--- config.mk ---
export PLATFORM = sky130hd
export DESIGN_NAME = dma_regif
export DESIGN_NICKNAME = d
export VERILOG_FILES = /design/src/rtl/dma_regif_pkg.sv /design/src/rtl/dma_port_decode.sv /design/src/rtl/dma_chan_regs.sv /design/src/rtl/dma_regif.sv
export SDC_FILE = /design/constraint.sdc
export NUM_CORES = 1
export LEC_CHECK = 0
export ABC_AREA = 1
export BUFFER_PORTS_ARGS = -buffer_cell sky130_fd_sc_hd__buf_2
export CAP_MARGIN = 20
export CORE_AREA = 2 2 143 145
export DETAILED_ROUTE_END_ITERATION = 8
export DIE_AREA = 0 0 145 147
export PLACE_DENSITY = 0.9
export SETUP_SLACK_MARGIN = 0.2
export SLEW_MARGIN = 10
export SYNTH_ARGS = -nofsm -noshare
export SYNTH_HDL_FRONTEND = slang
export SYNTH_SLANG_ARGS = --single-unit
--- constraint.sdc ---
create_clock -name clk -period 7.18 [get_ports clk]
set_input_delay 1.436 -clock clk [delete_from_list [all_inputs] [get_ports clk]]
set_output_delay 1.436 -clock clk [all_outputs]
set_load 0.01 [all_outputs]
--- src/rtl/dma_regif_pkg.sv ---
package dma_regif_pkg;
  localparam int NUM_CH = 4;
  localparam int CH_W   = $clog2(NUM_CH);
  localparam int ADDR_W = 16;
  localparam int CNT_W  = 16;
  localparam int PAGE_W = 8;
  localparam int BUS_W  = 8;

  localparam logic [7:0] PORT_STATCMD = 8'h08;
  localparam logic [7:0] PORT_REQ     = 8'h09;
  localparam logic [7:0] PORT_MASK    = 8'h0A;
  localparam logic [7:0] PORT_MODE    = 8'h0B;
  localparam logic [7:0] PORT_FFCLR   = 8'h0C;

  typedef enum logic [1:0] {
    XM_DEMAND  = 2'd0,
    XM_SINGLE  = 2'd1,
    XM_BLOCK   = 2'd2,
    XM_CASCADE = 2'd3
  } xfer_mode_e;

  typedef struct packed {
    xfer_mode_e  kind;
    logic        down;
    logic        autoinit;
    logic [1:0]  xfer;
  } mode_cfg_t;

  typedef enum logic [3:0] {
    OP_NONE, OP_ADDR, OP_CNT, OP_STATCMD, OP_REQ,
    OP_MASK, OP_MODE, OP_FFCLR, OP_PAGE
  } port_op_e;

  // Page ports follow a scattered channel order; returns {hit, channel}
  function automatic logic [CH_W:0] page_lookup(input logic [7:0] a);
    case (a)
      8'h87:   page_lookup = {1'b1, 2'd0};
      8'h83:   page_lookup = {1'b1, 2'd1};
      8'h81:   page_lookup = {1'b1, 2'd2};
      8'h82:   page_lookup = {1'b1, 2'd3};
      default: page_lookup = '0;
    endcase
  endfunction
endpackage

--- src/rtl/dma_port_decode.sv ---
module dma_port_decode
  import dma_regif_pkg::*;
(
  input  logic [7:0]      addr,
  output port_op_e        op,
  output logic [CH_W-1:0] ch
);
  logic [CH_W:0] pg;

  always_comb begin
    pg = page_lookup(addr);
    op = OP_NONE;
    ch = addr[CH_W:1];
    if (addr[7:3] == 5'd0) begin
      op = addr[0] ? OP_CNT : OP_ADDR;
    end else begin
      case (addr)
        PORT_STATCMD: op = OP_STATCMD;
        PORT_REQ:     op = OP_REQ;
        PORT_MASK:    op = OP_MASK;
        PORT_MODE:    op = OP_MODE;
        PORT_FFCLR:   op = OP_FFCLR;
        default: begin
          if (pg[CH_W]) begin
            op = OP_PAGE;
            ch = pg[CH_W-1:0];
          end
        end
      endcase
    end
  end
endmodule

--- src/rtl/dma_chan_regs.sv ---
module dma_chan_regs
  import dma_regif_pkg::*;
(
  input  logic              clk,
  input  logic              rst,
  input  logic              wr_addr,
  input  logic              wr_cnt,
  input  logic              wr_page,
  input  logic              wr_mode,
  input  logic              wr_mask,
  input  logic              byte_lo,
  input  logic [BUS_W-1:0]  wdata,
  input  logic              reload,
  output logic [ADDR_W-1:0] base_addr,
  output logic [CNT_W-1:0]  base_cnt,
  output logic [PAGE_W-1:0] page,
  output mode_cfg_t         mode,
  output logic              mask,
  output logic              changed
);
  always_ff @(posedge clk) begin
    if (rst) begin
      base_addr <= '0;
      base_cnt  <= '0;
      page      <= '0;
      mode      <= '0;
      mask      <= 1'b1;
      changed   <= 1'b0;
    end else begin
      if (wr_addr) begin
        if (byte_lo) base_addr[7:0]  <= wdata;
        else         base_addr[15:8] <= wdata;
      end
      if (wr_cnt) begin
        if (byte_lo) base_cnt[7:0]  <= wdata;
        else         base_cnt[15:8] <= wdata;
      end
      if (wr_page) page <= wdata[PAGE_W-1:0];
      if (wr_mode) begin
        mode.kind     <= xfer_mode_e'(wdata[7:6]);
        mode.down     <= wdata[5];
        mode.autoinit <= wdata[4];
        mode.xfer     <= wdata[3:2];
      end
      if (wr_mask) mask <= wdata[2];
      // a rewrite in the same cycle as the engine's acknowledge wins
      if (wr_addr || wr_cnt || wr_page) changed <= 1'b1;
      else if (reload)                  changed <= 1'b0;
    end
  end
endmodule

--- src/rtl/dma_regif.sv ---
module dma_regif
  import dma_regif_pkg::*;
(
  input  logic                     clk,
  input  logic                     rst,
  input  logic [7:0]               io_addr,
  input  logic                     io_wr,
  input  logic                     io_rd,
  input  logic [BUS_W-1:0]         io_wdata,
  output logic [BUS_W-1:0]         io_rdata,
  input  logic [NUM_CH*ADDR_W-1:0] eng_cur_addr,
  input  logic [NUM_CH*CNT_W-1:0]  eng_cur_cnt,
  input  logic [NUM_CH-1:0]        eng_req,
  input  logic [NUM_CH-1:0]        eng_reload,
  output logic [NUM_CH*ADDR_W-1:0] cfg_base_addr,
  output logic [NUM_CH*CNT_W-1:0]  cfg_base_cnt,
  output logic [NUM_CH*PAGE_W-1:0] cfg_page,
  output logic [NUM_CH*2-1:0]      cfg_mode,
  output logic [NUM_CH-1:0]        cfg_addr_down,
  output logic [NUM_CH-1:0]        cfg_autoinit,
  output logic [NUM_CH*2-1:0]      cfg_xfer,
  output logic [NUM_CH-1:0]        cfg_mask,
  output logic [NUM_CH-1:0]        cfg_changed,
  output logic [BUS_W-1:0]         cmd_cfg
);
  localparam int REQ_LSB = BUS_W - NUM_CH;

  port_op_e         op;
  logic [CH_W-1:0]  op_ch;
  logic             byte_lo;
  logic [NUM_CH-1:0] req_q;
  logic             wide_acc;
  logic [BUS_W-1:0] rd_val;
  logic [ADDR_W-1:0] sel_addr;
  logic [CNT_W-1:0]  sel_cnt_m1;

  dma_port_decode u_dec (
    .addr (io_addr),
    .op   (op),
    .ch   (op_ch)
  );

  assign wide_acc = (io_wr || io_rd) && (op == OP_ADDR || op == OP_CNT);

  // shared low/high byte selector
  always_ff @(posedge clk) begin
    if (rst)                            byte_lo <= 1'b1;
    else if (io_wr && op == OP_FFCLR)   byte_lo <= 1'b1;
    else if (wide_acc)                  byte_lo <= ~byte_lo;
  end

  always_ff @(posedge clk) begin
    if (rst)                             cmd_cfg <= '0;
    else if (io_wr && op == OP_STATCMD)  cmd_cfg <= io_wdata;
  end

  for (genvar c = 0; c < NUM_CH; c++) begin : g_ch
    mode_cfg_t m;
    logic hit_bus, hit_dat;

    assign hit_bus = io_wr && (op_ch == CH_W'(c));
    assign hit_dat = io_wr && (io_wdata[CH_W-1:0] == CH_W'(c));

    dma_chan_regs u_regs (
      .clk       (clk),
      .rst       (rst),
      .wr_addr   (hit_bus && op == OP_ADDR),
      .wr_cnt    (hit_bus && op == OP_CNT),
      .wr_page   (hit_bus && op == OP_PAGE),
      .wr_mode   (hit_dat && op == OP_MODE),
      .wr_mask   (hit_dat && op == OP_MASK),
      .byte_lo   (byte_lo),
      .wdata     (io_wdata),
      .reload    (eng_reload[c]),
      .base_addr (cfg_base_addr[c*ADDR_W +: ADDR_W]),
      .base_cnt  (cfg_base_cnt[c*CNT_W +: CNT_W]),
      .page      (cfg_page[c*PAGE_W +: PAGE_W]),
      .mode      (m),
      .mask      (cfg_mask[c]),
      .changed   (cfg_changed[c])
    );

    assign cfg_mode[c*2 +: 2] = m.kind;
    assign cfg_addr_down[c]   = m.down;
    assign cfg_autoinit[c]    = m.autoinit;
    assign cfg_xfer[c*2 +: 2] = m.xfer;

    // request flags: clear through the bus beats the engine's set
    always_ff @(posedge clk) begin
      if (rst)                                        req_q[c] <= 1'b0;
      else if (hit_dat && op == OP_REQ && !io_wdata[2]) req_q[c] <= 1'b0;
      else if (eng_req[c])                            req_q[c] <= 1'b1;
    end
  end

  always_comb begin
    sel_addr   = eng_cur_addr[op_ch*ADDR_W +: ADDR_W];
    sel_cnt_m1 = eng_cur_cnt[op_ch*CNT_W +: CNT_W] - CNT_W'(1);
    case (op)
      OP_ADDR:    rd_val = byte_lo ? sel_addr[7:0]   : sel_addr[15:8];
      OP_CNT:     rd_val = byte_lo ? sel_cnt_m1[7:0] : sel_cnt_m1[15:8];
      OP_STATCMD: rd_val = {req_q, {REQ_LSB{1'b0}}};
      default:    rd_val = '0;
    endcase
  end

  always_ff @(posedge clk) begin
    if (rst)                  io_rdata <= '0;
    else if (io_rd && !io_wr) io_rdata <= rd_val;
  end
endmodule

==> tab_implementation.tex <==
\begin{tabular}{lr}
\hline
Metric & Value \\
\hline
\multicolumn{2}{l}{\textbf{Final layout}} \\
\quad Layout area overhead & 25.75\% \\
\quad Leading cell type in the layout, fill and taps excluded & sky130\_fd\_sc\_hd\_\_buf\_2 \\
\quad Fraction of final layout cells sized beyond drive strength 1 & 0.2873 \\
\quad Most used cells in the layout excluding fill and tap cells & sky130\_fd\_sc\_hd\_\_buf\_2, sky130\_fd\_sc\_hd\_\_nand2\_1, sky130\_fd\_sc\_hd\_\_dfxtp\_1, sky130\_fd\_sc\_hd\_\_a21oi\_1, sky130\_fd\_sc\_hd\_\_o21ai\_0 \\
\quad Final design instance area without fill & 12170 µm² \\
\quad Post-layout util & 0.6134 \\
\quad Number of nets in the final layout & 1792 \\
\multicolumn{2}{l}{\textbf{Power and ir drop}} \\
\quad Flop pwr share & 0.450 \\
\quad Power density over the cells & 216.5 nW/µm² \\
\quad Switching power total & 628.3 µW \\
\quad Fraction of power consumed by the clock network & 0.461 \\
\quad Switching Fraction & 0.2385 \\
\quad Static leakage & 5.685 nW \\
\quad Combinational cell fraction of total power & 0.089 \\
\quad Internal power summed over all cells & 2.007 mW \\
\quad Peak supply drop & 151.0 µV \\
\multicolumn{2}{l}{\textbf{Hold path}} \\
\quad Tightest Hold Check Type & reg2reg \\
\multicolumn{2}{l}{\textbf{Timing}} \\
\quad Final critical path time including I/O delays and setup & 4.155 ns \\
\quad Fmax & 240.7 MHz \\
\quad Actual transition at the worst max-transition pin & 1.037 ns \\
\quad Setup repair after global routing missed its margin & false \\
\quad Relative slew slack & 0.3024 \\
\quad Final max-slew violation count & 0 \\
\quad Final count of negative-setup-slack endpoints & 0 \\
\quad Layout Skew & 0.01577 ns \\
\quad Period utilisation layout & 0.5786 \\
\quad Setup Total Neg Slack & 0 ns \\
\quad Final hold violation count & 0 \\
\multicolumn{2}{l}{\textbf{Floorplanning}} \\
\quad Placeable core area & 19840 µm² \\
\quad Die W & 145 µm \\
\quad Chip height & 147 µm \\
\quad Initial cell density of the core & 0.4878 \\
\quad Number of ports placed on the die boundary & 364 \\
\quad Die Footprint & 21320 µm² \\
\quad Number of placement rows & 52 \\
\multicolumn{2}{l}{\textbf{Synthesis}} \\
\quad Number of flip-flops and latches in the synthesized netlist & 213 \\
\quad Adder and majority gate portion of the synthesized area & 0.001293 \\
\quad Post-synth EDFFs & 0 \\
\quad Mux share of post-synthesis cell area & 0 \\
\quad Synth Area in XOR/XNOR & 0.0009049 \\
\quad Cell area after synthesis & 9679 µm² \\
\quad Gate count after technology mapping & 1336 \\
\quad Synth warnings & 0 \\
\quad Sequential element share of the synthesized area & 0.4405 \\
\quad Area fraction in compound gates after synthesis & 0.2296 \\
\quad Simple-gate share of the synthesized area & 0.2200 \\
\quad Synthesized area per cell & 7.245 µm² \\
\quad Synth cell types & 43 \\
\quad Top flip-flop cell by instance count after synthesis & sky130\_fd\_sc\_hd\_\_dfxtp\_1 \\
\quad Combinational family with the most area after synthesis & compound AO/OA/AOI/OAI gates \\
\quad Fraction of synthesis flops using an asynchronous set or reset pin & 0 \\
\quad Post-synthesis net count & 1493 \\
\multicolumn{2}{l}{\textbf{Run}} \\
\quad Max-cap check violation count & 0 \\
\multicolumn{2}{l}{\textbf{Worst setup path}} \\
\quad Cell with the biggest individual delay on the critical path & sky130\_fd\_sc\_hd\_\_buf\_2 \\
\quad CP arrival & 4.52 ns \\
\quad CP Cell Sequence & buf\_2, nand2\_2, nor2\_2, nand2\_4, nand2\_8, inv\_2, nor2\_2, nand2\_1, inv\_1, nand3\_1, o21ai\_0, a21oi\_1 \\
\quad CP endpoint kind & flip-flop \\
\quad Highest cell delay on the worst timing path & 0.46 ns \\
\quad Kind of start point of the critical path & input port \\
\quad Kind of critical path & in2reg \\
\quad Most numerous cell on the critical path & sky130\_fd\_sc\_hd\_\_nor2\_2 \\
\quad CP required & 7.54 ns \\
\quad Worst-path fanout max & 46 \\
\multicolumn{2}{l}{\textbf{Global route}} \\
\quad Via count of the first global-routing pass & 9746 \\
\quad Global-route total usage across every layer & 0.2901 \\
\quad Antenna violations before repair & 3 \\
\quad Maximum number of pins on one net before global-route repair & 116 \\
\quad First-pass GRT wire length & 50700 µm \\
\quad GRT Residual Overflow & 0 \\
\multicolumn{2}{l}{\textbf{Clock network}} \\
\quad Hold-fix buffers, CTS & 0 \\
\quad Clock sinks & 213 \\
\quad Root buffer cell & sky130\_fd\_sc\_hd\_\_clkbuf\_16 \\
\quad TritonCTS Buffers & 22 \\
\quad Number of H-tree branching levels & 1 \\
\quad Clock insertion delay at the later pin of the skew report & 0.51 ns \\
\quad Number of buffers added for setup after CTS & 0 \\
\quad Max Buffers Root-to-Sink & 3 \\
\quad Post-CTS resize count & 0 \\
\quad Worst-path clk slew & 0.06 ns \\
\quad CTS tree & done \\
\multicolumn{2}{l}{\textbf{Routing}} \\
\quad Detailed-routing iteration count for the pre-antenna-repair pass & 5 \\
\quad Starting DRC count in detailed routing & 619 \\
\quad Number of vias in the routed layout & 10.43k \\
\quad Routed vias/inst & 5.422 \\
\quad Total Routed Length & 32520 µm \\
\quad Number of nets still failing antenna checks after routing & 0 \\
\quad Detailed-route DRC error count & 0 \\
\quad DR WL/cell & 16.91 µm \\
\multicolumn{2}{l}{\textbf{Run status}} \\
\quad Status & finished, final reports clean \\
\multicolumn{2}{l}{\textbf{Place}} \\
\quad HPWL after detailed placement & 23390 µm \\
\quad Global placement routability congestion & 0.9528 \\
\quad Number of buffer cells added on primary ports & 363 \\
\quad Placed instance area & 11380 µm² \\
\hline
\end{tabular}
[power groups by stage]
| stage | clock, mW | combinational [mW] | sequential (mW) |
|---|---|---|---|
| finish | 1.21 | 0.234 | 1.19 |
| global route | 1.28 | 0.258 | 1.19 |
| CTS | 1.23 | 0.231 | 1.19 |
| detailed placement | 0 | 0.229 | 1.21 |
| global placement | 0 | 0.225 | 1.21 |
| floorplan | 0 | 0.143 | 1.21 |
[path summary, 6_finish.rpt]
check / endpoint / start / depth (start not counted) / slack, ns
setup / recovery: g_ch[0].u_regs.base_cnt[11] / io_addr[1] / 12 / 3.03
hold reg to reg: g_ch[1].u_regs.base_cnt[13] / g_ch[1].u_regs.base_cnt[13] / 2 / 0.44
hold / removal: g_ch[1].u_regs.base_cnt[13] / g_ch[1].u_regs.base_cnt[13] / 2 / 0.44
setup reg to reg: io_rdata[7] / byte_lo / 10 / 5.16
[metal layers]
metal,track usage,vias up,share of wire
met5,0,-,0
met3,0.05342,87,0.080
met4,0.1193,0,0.038
li1,-,5024,-
met1,0.3623,4795,0.40
met2,0.4962,521,0.48
[state kept, by name, summed over array words and instances, names as in the netlist]
name                   cells
byte_lo                    1
cmd_cfg                    8
g_ch.u_regs.changed        4
g_ch.u_regs.base_cnt      64
io_rdata                   8
g_ch.u_regs.page          32
req_q                      4
g_ch.u_regs.base_addr     64
g_ch.u_regs.mode          24
g_ch.u_regs.mask           4
[cells in the mapped netlist, types with 7 or more instances]
master                     instances  area, µm²
sky130_fd_sc_hd__nand2_1         218      818.3
sky130_fd_sc_hd__dfxtp_1         213       4264
sky130_fd_sc_hd__a21oi_1         197      986.0
sky130_fd_sc_hd__o21ai_0         189      945.9
sky130_fd_sc_hd__inv_1           123      461.7
sky130_fd_sc_hd__nor2_1           84      315.3
sky130_fd_sc_hd__nand3_1          76      380.4
sky130_fd_sc_hd__clkbuf_1         45      168.9
sky130_fd_sc_hd__nor3_1           20      100.1
sky130_fd_sc_hd__buf_2            18      90.09
sky130_fd_sc_hd__buf_4            18      135.1
sky130_fd_sc_hd__nand2_2          14      87.58
sky130_fd_sc_hd__nor2_4           14      157.7
sky130_fd_sc_hd__inv_2            13      48.80
sky130_fd_sc_hd__nor2_2           13      81.33
sky130_fd_sc_hd__buf_6             8      90.09
sky130_fd_sc_hd__a211oi_1          7      52.55
[worst max-delay path: cells and delay by family]
family	cells	cell delay, ns
buffers and inverters	3	0.91
AOI/OAI and AO/OA	2	0.42
and+or+nand+nor	7	1.71
[cells by family (layout without fill, tap and decap cells)]
| group | after synthesis | after routing |
|---|---|---|
| and+or+nand+nor | 462 | 462 |
| adders and majority gates | 1 | 1 |
| buffers and inverters | 234 | 548 |
| xor gates and xnor gates | 1 | 1 |
| AOI/OAI and AO/OA | 425 | 425 |
| DFF | 213 | 213 |
| other | 0 | 3 |
[area by class of cell]
cell class | instances | area [µm²]
fillers | 1727 | 7672
multi-input cells | 889 | 4378
flip-flops and latches | 213 | 4264
repair buffers | 368 | 1867
clock buffers | 31 | 654.4
inverters | 141 | 533.0
well taps | 270 | 337.8
clock inverters | 8 | 130.1
diodes | 3 | 7.507
[per-stage QoR]
stage               instances  power (mW)  hold slack [ns]  setup slack (ns)
CTS                      1920       2.644           0.4432             3.116
detailed placement       1881       1.442           0.4338             2.591
global route             1923       2.719           0.4609             2.673
global placement         1881       1.438           0.4288             2.772
floorplan                1336       1.357           0.4436             3.909
finish                   1923       2.635           0.4412             3.025
Power figures use the tool's default switching activity.
